**src/rtl/err_tally_pkg.sv**
```systemverilog
package err_tally_pkg;

    localparam int unsigned TALLY_W_DEF = 16;
    localparam int unsigned KINDS_DEF   = 5;

    typedef enum logic [2:0] {
        KIND_LINE_CODE = 3'd0,
        KIND_FRAME_BIT = 3'd1,
        KIND_CRC6      = 3'd2,
        KIND_BLOCK     = 3'd3,
        KIND_PRBS      = 3'd4
    } err_kind_e;

    typedef struct packed {
        logic pend;
    } ctrl_state_t;

endpackage

```
**src/rtl/err_tally_ctrl.sv**
```systemverilog
module err_tally_ctrl
    import err_tally_pkg::*;
(
    input  logic clk,
    input  logic rst_n,
    input  logic sec_tick_i,
    input  logic demand_mode_i,
    input  logic req_wr_i,
    output logic xfer_o,
    output logic pend_o
);

    ctrl_state_t st_d, st_q;

    always_comb begin
        st_d = st_q;
        // transfer source depends on mode
        xfer_o = demand_mode_i ? st_q.pend : sec_tick_i;
        if (!demand_mode_i) begin
            st_d.pend = 1'b0;
        end else if (st_q.pend) begin
            st_d.pend = 1'b0;       // transfer happens this edge
        end else begin
            st_d.pend = req_wr_i;
        end
    end

    always_ff @(posedge clk) begin
        if (!rst_n) begin
            st_q <= '0;
        end else begin
            st_q <= st_d;
        end
    end

    assign pend_o = st_q.pend;

endmodule

```
**src/rtl/err_tally_cell.sv**
```systemverilog
module err_tally_cell #(
    parameter int unsigned W = 16
) (
    input  logic         clk,
    input  logic         rst_n,
    input  logic         evt_i,
    input  logic         xfer_i,
    output logic [W-1:0] cnt_o,
    output logic [W-1:0] snap_o
);

    localparam logic [W-1:0] CNT_MAX = {W{1'b1}};
    localparam logic [W-1:0] CNT_ONE = {{(W-1){1'b0}}, 1'b1};

    typedef struct packed {
        logic [W-1:0] cnt;
        logic [W-1:0] snap;
    } cell_t;

    cell_t st_d, st_q;

    always_comb begin
        st_d = st_q;
        if (xfer_i) begin
            st_d.snap = st_q.cnt;
            st_d.cnt  = evt_i ? CNT_ONE : '0;   // colliding strobe kept
        end else if (evt_i && (st_q.cnt != CNT_MAX)) begin
            st_d.cnt = st_q.cnt + CNT_ONE;
        end
    end

    always_ff @(posedge clk) begin
        if (!rst_n) begin
            st_q <= '0;
        end else begin
            st_q <= st_d;
        end
    end

    assign cnt_o  = st_q.cnt;
    assign snap_o = st_q.snap;

endmodule

```
**src/rtl/err_tally_bank.sv**
```systemverilog
module err_tally_bank
    import err_tally_pkg::*;
#(
    parameter int unsigned N_KINDS = KINDS_DEF,
    parameter int unsigned CNT_W   = TALLY_W_DEF
) (
    input  logic                       clk,
    input  logic                       rst_n,
    input  logic [N_KINDS-1:0]         evt_i,
    input  logic                       sec_tick_i,
    input  logic                       demand_mode_i,
    input  logic                       req_wr_i,
    output logic                       req_pend_o,
    output logic [N_KINDS*CNT_W-1:0]   snap_o
);

    localparam int unsigned BUS_W = N_KINDS * CNT_W;

    logic             xfer;
    logic [BUS_W-1:0] cnt_flat;

    err_tally_ctrl u_ctrl (
        .clk          (clk),
        .rst_n        (rst_n),
        .sec_tick_i   (sec_tick_i),
        .demand_mode_i(demand_mode_i),
        .req_wr_i     (req_wr_i),
        .xfer_o       (xfer),
        .pend_o       (req_pend_o)
    );

    for (genvar k = 0; k < N_KINDS; k++) begin : g_kind
        err_tally_cell #(.W(CNT_W)) u_cell (
            .clk   (clk),
            .rst_n (rst_n),
            .evt_i (evt_i[k]),
            .xfer_i(xfer),
            .cnt_o (cnt_flat[k*CNT_W +: CNT_W]),
            .snap_o(snap_o[k*CNT_W +: CNT_W])
        );
    end

endmodule

```
**config.mk**
```make
export PLATFORM = sky130hd
export DESIGN_NAME = err_tally_bank
export DESIGN_NICKNAME = d
export VERILOG_FILES = /design/src/rtl/err_tally_pkg.sv /design/src/rtl/err_tally_ctrl.sv /design/src/rtl/err_tally_cell.sv /design/src/rtl/err_tally_bank.sv
export SDC_FILE = /design/constraint.sdc
export NUM_CORES = 1
export LEC_CHECK = 0
export BUFFER_PORTS_ARGS = -buffer_cell sky130_fd_sc_hd__buf_2
export CORE_MARGIN = 2
export CORE_UTILIZATION = 50
export DETAILED_ROUTE_END_ITERATION = 12
export PLACE_DENSITY = 0.7
export REMOVE_ABC_BUFFERS = 1
export SETUP_SLACK_MARGIN = 0.02
export SLEW_MARGIN = 25
export SYNTH_ARGS = -nofsm -noshare
export SYNTH_HDL_FRONTEND = slang
export SYNTH_HIERARCHICAL = 1
export SYNTH_SLANG_ARGS = --single-unit
```
**constraint.sdc**
```tcl
create_clock -name clk -period 2.24 [get_ports clk]
set_clock_uncertainty 0.05 [all_clocks]
set_input_delay 0.224 -clock clk [delete_from_list [all_inputs] [get_ports clk]]
set_output_delay 0.224 -clock clk [all_outputs]
set_load 0.02 [all_outputs]
```
### Yosys cells after proc, flatten, opt, wreduce, memory -nomap -nowiden

Cells that the tools add are included.

* register bits after elaboration: 161
* latch bits: 0
* bits in writable memories: 0
* memory bits (read-only): 0
* input bits: 10
* output and inout port bits: 81
* logic and storage cells: 50
* memories kept: 0

* add/subtract/negate cells: 5
* multiply operators: 0
* divide/modulo/power cells: 0
* $lt $le $gt $ge: 0
* equal/unequal tests: 5
* shift-type cells: 0
* muxes and demuxes: 16
* bitwise gates (word level): 2
* reduce and logical (&&, ||, !) cells: 11

Operators with widths (number)
* $mux 16: 10
* $add 16x1->16 const B: 5
* $ne 16x16->1 const B: 5
* $reduce_bool 2->1: 5
* $mux 1: 6
* $logic_and 1x1->1: 5
* $reduce_or 3->1: 1
* $not 1->1: 2

### Depth between registers and ports, before layout

* depth after elaboration: 4
* gate-level depth with buffers: 7
* depth with buffers taken out: 5

### Cells and area by module

Netlist, hierarchy kept.

Modules (own cells, without submodules)
* err_tally_cell at g_kind[0].u_cell ...: times used 4, cells each 151, area an instance 1468.9 um^2, sequential area each 640.6 um^2
* err_tally_cell at g_kind[2].u_cell: times used 1, cells each 157, area an instance 1466.4 um^2, sequential area each 640.6 um^2
* err_tally_ctrl: times used 1, cells each 3, area an instance 46.3 um^2, sequential area each 20.0 um^2

### Worst setup path after synthesis

OpenSTA, ideal clock, no wires.

* kind: register to register
* start: reg g_kind[2].u_cell.st_q (netlist bit g_kind[2].u_cell/cnt_o[0])
* end: reg g_kind[2].u_cell.st_q (netlist bit g_kind[2].u_cell/cnt_o[5])
* setup time: 0.071 ns
* data arrival time: 1.606 ns
* data required time: 2.119 ns
* setup slack: 0.514 ns
* stages on the path, launching flop included: 6
* buffers on the path: 0
* period minus slack after synthesis: 1.726 ns
* path through: dfxtp_1 -> ha_1 -> and4_1 -> and4_4 -> or4_1 -> a21oi_1

* longest elaborated chain between the ends: 3
* elaborated cells between the ends (all ways): 6
* those cells by class: 1 x add/sub; 1 x eq/ne; 2 x mux; 2 x reduce/logical

Ends and longest elaborated chain
* start, declared: RTL line err_tally_cell.sv:20 `cell_t st_d, st_q;`
* start signal, assigned: RTL line err_tally_cell.sv:36 `st_q <= st_d;`
* $add 16x1->16 or $ne 16x16->1 (tied branches): RTL line err_tally_cell.sv:28, err_tally_cell.sv:27
* $mux 16 or $logic_and 1x1->1 (tied branches): RTL line err_tally_cell.sv:27 `end else if (evt_i && (st_q.cnt != CNT_MAX)) begin`
* $mux 16 or $reduce_bool 2->1 (tied branches)

Several ways; a longest one is shown, not always the timed one. The select of a mux whose other input is x is not followed.
A chain may end at the register's enable or synchronous reset.

### Final worst setup path

* start: reg g_kind[3].u_cell.st_q (netlist bit g_kind[3].u_cell/cnt_o[0])
* end: reg g_kind[3].u_cell.st_q (netlist bit g_kind[3].u_cell/cnt_o[14])

* longest elaborated chain between the ends: 3
* elaborated cells between the ends (all ways): 6
* those cells by class: 1 x add/sub; 1 x eq/ne; 2 x mux; 2 x reduce/logical

Ends and longest elaborated chain (RTL line)
* start, declared: err_tally_cell.sv:20
* start signal, assigned: err_tally_cell.sv:36
* $add 16x1->16 or $ne 16x16->1 (tied branches): err_tally_cell.sv:28, err_tally_cell.sv:27
* $mux 16 or $logic_and 1x1->1 (tied branches): err_tally_cell.sv:27
* $mux 16 or $reduce_bool 2->1 (tied branches)

Several ways; a longest one is shown, not always the timed one. The select of a mux whose other input is x is not followed.

==> summary.md <==
| Metric | Value |
|---|---|
| Post-Syn Instances | 764 |
| Power share of the sequential group | 48.0% |
| Switching part of the total | 21.4% |
| FP Rows | 44 |
| Slowest-stage cell, CP | nor4b_2 |
| Clock buffer count from CTS | 17 |
| Crit end category | flop |
| Top cells by count, synth | 161 x dfxtp_1, 86 x nor2b_1, 80 x mux2i_1 |
| # diodes | 0 |
| Total global routing track utilization | 20.4% |
| Clock Root Buffer | clkbuf_16 |
| Met3 wire len | 522 um |
| Worst r2r path cells | 5 |
| Die width | 126 um |
| Gate power share | 4.9% |
| Dominant cell type by area after synthesis | dfxtp_1 |
| Post-CTS Setup Bufs | 0 |
| WL final | 16.0 mm |
| Ys async rst share | 0% |
| Synth Register Bits | 161 |
| # DRC | 0 |
| Setup_tns | 0 ns |
| Area delta synth->final | 15.8% |
| Hold Path Depth | 2 |
| Final setup fails | 0 |
| Clock Latency Late Sink | 0.42 ns |
| Fin area | 8560 um^2 |
| Worst r2r dst | g_kind[3].u_cell/cnt_o[14]$_SDFFE_PN0P_ |
| GRT overflow | 0 |
| Synth unique cells | 48 |
| Post_cts resized | 0 |
| Worst Max-Slew Pin Slew | 0.721 ns |
| Core region area | 14500 um^2 |
| GPL Wtd Cong | 0.848 |
| Port Buf Inserts | 90 |
| Ports | 91 |
| Max-cap violations | 0 |
| Fin. max-slew vios | 0 |
| CTS clk-pin slew, worst paths | 0.06 ns |
| Hold Vio Cnt, Final | 0 |
| Share of cells above drive strength 1 | 21.8% |
| Routed Antenna Nets | 0 |
| H-tree depth | 4 |
| Clk buf depth | 2 |
| Area contributors post-synth | dfxtp_1 44%, mux2i_1 11%, nor2b_1 7.3% |
| Placed wire-length estimate | 11.2 mm |
| P_sw | 1.30 mW |
| Critical-path cell list | ha_1 -> nand4_2 -> nor4b_2 -> nand4_1 -> a21oi_1 |
| RSZ-0062 raised after global routing | no |
| Critical Path Fanout Max | 13 |
| Vias in the first global route | 5786 |
| RR Startpoint | g_kind[3].u_cell/cnt_o[0]$_SDFFE_PN0P_ |
| Peak supply drop | 491 uV |
| Vias | 6011 |
| Highest Signal Layer | met4 |
| Critical Path AT | 2.28 ns |
| Avg Vias per Cell | 5.77 |
| Post-synth top area share | 43.6% |
| Fmax achieved | 505 MHz |
| Netlist Area Pre-Place | 7390 um^2 |
| CP max stage delay | 0.54 ns |
| PD cells | 708 nW/um^2 |
| Hold path startpoint | evt_i[3] |
| CTS tree | yes |
| Hold worst-path end | g_kind[3].u_cell/cnt_o[0]$_SDFFE_PN0P_ |
| Crit Path Category | reg2reg |
| Synth warn | 6 |
| Clock share of power | 47.1% |
| Startpoint types | flop |
| First DRT Iteration DRCs | 405 |
| Sequential area share after synthesis | 43.6% |
| Initial Util | 51.0% |
| FF-to-FF setup slack | 0.26 ns |
| Leakage power | 3.29 nW |
| Clock sinks | 161 |
| Initial antenna violation count | 0 |
| Top-count cell post-synth | dfxtp_1 |
| Fin crit share | 88.5% |
| # hold bufs at CTS | 0 |
| Critical path data required time | 2.54 ns |
| Met2 wire length | 7.79 mm |
| First-pass DRT Iterations | 5 |
| # nets final | 861 |
| Status | complete, no violations |
| Worst Hold Class | in2reg |
| P_int | 4.76 mW |
| Die height | 126 um |
| Largest net degree at the start of global routing | 34 |
| Minimum clock period | 1.98 ns |
| Met1 WL | 7.46 mm |
| Wire per inst | 15.4 um |
| Area after DPL | 7970 um^2 |
| First-pass GRT wire length | 27.1 mm |
| Die area | 15800 um^2 |
| Avg Cell Area, Syn | 9.67 um^2 |
| Relative slew slack | 51.5% |
| Number of synthesized flops with an enable pin | 0 |
| Ys flop type | dfxtp_1 |
## cell families (layout without fill, tap and decap cells)
family	Yosys count	count (layout)	synth area share, %
simple gates	311	311	27.2
flops	161	161	43.6
compound gates	141	141	12.8
mux	81	81	11.0
buf+inv	59	153	3.84
xor+xnor	6	6	0.711
fa+ha+maj	5	5	0.847
## state kept, by name, summed over array words and instances (netlist names)
| register | count |
|---|---|
| u_ctrl/pend_o | 1 |
| g_kind.u_cell/snap_o | 80 |
| g_kind.u_cell/cnt_o | 80 |
## routing by layer
metal / vias to the layer above / GRT usage [%]
li1: 2995 / -
met1: 2878 / 25.9
met2: 118 / 34.0
met3: 20 / 4.24
met4: 0 / 8.10
met5: - / 0
## per-stage QoR
step	hold slack (ns)	utilization, %	setup WS (ns)	instances	power (mW)
2_1_floorplan	0.302	-	-0.0977	721	3.16
3_3_place_gp	0.439	55.0	0.375	1011	3.25
3_5_place_dp	0.449	55.0	0.277	1011	3.26
4_1_cts	0.0241	59.1	0.273	1042	6.11
5_1_grt	0.0330	59.1	0.121	1042	6.28
6_report	0.0352	59.1	0.259	1042	6.05
## power groups by stage
stage,clock [mW],combinational [mW],sequential [mW]
after floorplan,0,0.188,2.97
after global placement,0,0.286,2.96
after detailed placement,0,0.295,2.97
after CTS,2.92,0.296,2.90
after global routing,3.06,0.321,2.90
final,2.85,0.296,2.90
## layout make-up
type	instances	area [um^2]
Fill cell	1255	5920
Multi-Input combinational cell	544	3880
Sequential cell	161	3220
Timing Repair Buffer	106	571
Clock buffer	22	484
Tap cell	184	230
Clock inverter	9	106
Inverter	16	60.1
## cells in the final DEF (no fill, tap or decap), types with 17 or more instances in the layout
cell type	synthesis	layout
a21oi_1	41	41
buf_2	21	90
clkbuf_16	0	17
dfxtp_1	161	161
mux2i_1	80	80
nand2_1	24	24
nand3_1	32	32
nand4_1	24	24
nor2_1	33	33
nor2b_1	86	86
o21ai_0	35	35
or3_1	19	19
## critical path, delay by kind of cell (launching register included)
| family | cells | cell delay, ns |
|---|---|---|
| flip-flops | 1 | 0.41 |
| AND/OR/NAND/NOR | 3 | 1.03 |
| adder cells (fa/ha/maj) | 1 | 0.23 |
| AO/OA/AOI/OAI | 1 | 0.19 |
## worst max path at each step
stage	from	end	cells past startpoint
floorplan	u_ctrl/pend_o$_SDFF_PP0_	g_kind[2].u_cell/cnt_o[10]$_SDFFE_PN0P_	4
global placement	g_kind[0].u_cell/cnt_o[0]$_SDFFE_PN0P_	g_kind[0].u_cell/cnt_o[0]$_SDFFE_PN0P_	6
detailed placement	g_kind[1].u_cell/cnt_o[0]$_SDFFE_PN0P_	g_kind[1].u_cell/cnt_o[0]$_SDFFE_PN0P_	6
CTS	g_kind[1].u_cell/cnt_o[0]$_SDFFE_PN0P_	g_kind[1].u_cell/cnt_o[0]$_SDFFE_PN0P_	6
global route	g_kind[3].u_cell/cnt_o[0]$_SDFFE_PN0P_	g_kind[3].u_cell/cnt_o[0]$_SDFFE_PN0P_	6
finish	g_kind[3].u_cell/cnt_o[0]$_SDFFE_PN0P_	g_kind[3].u_cell/cnt_o[14]$_SDFFE_PN0P_	5
(Power assumes the default switching activity.)
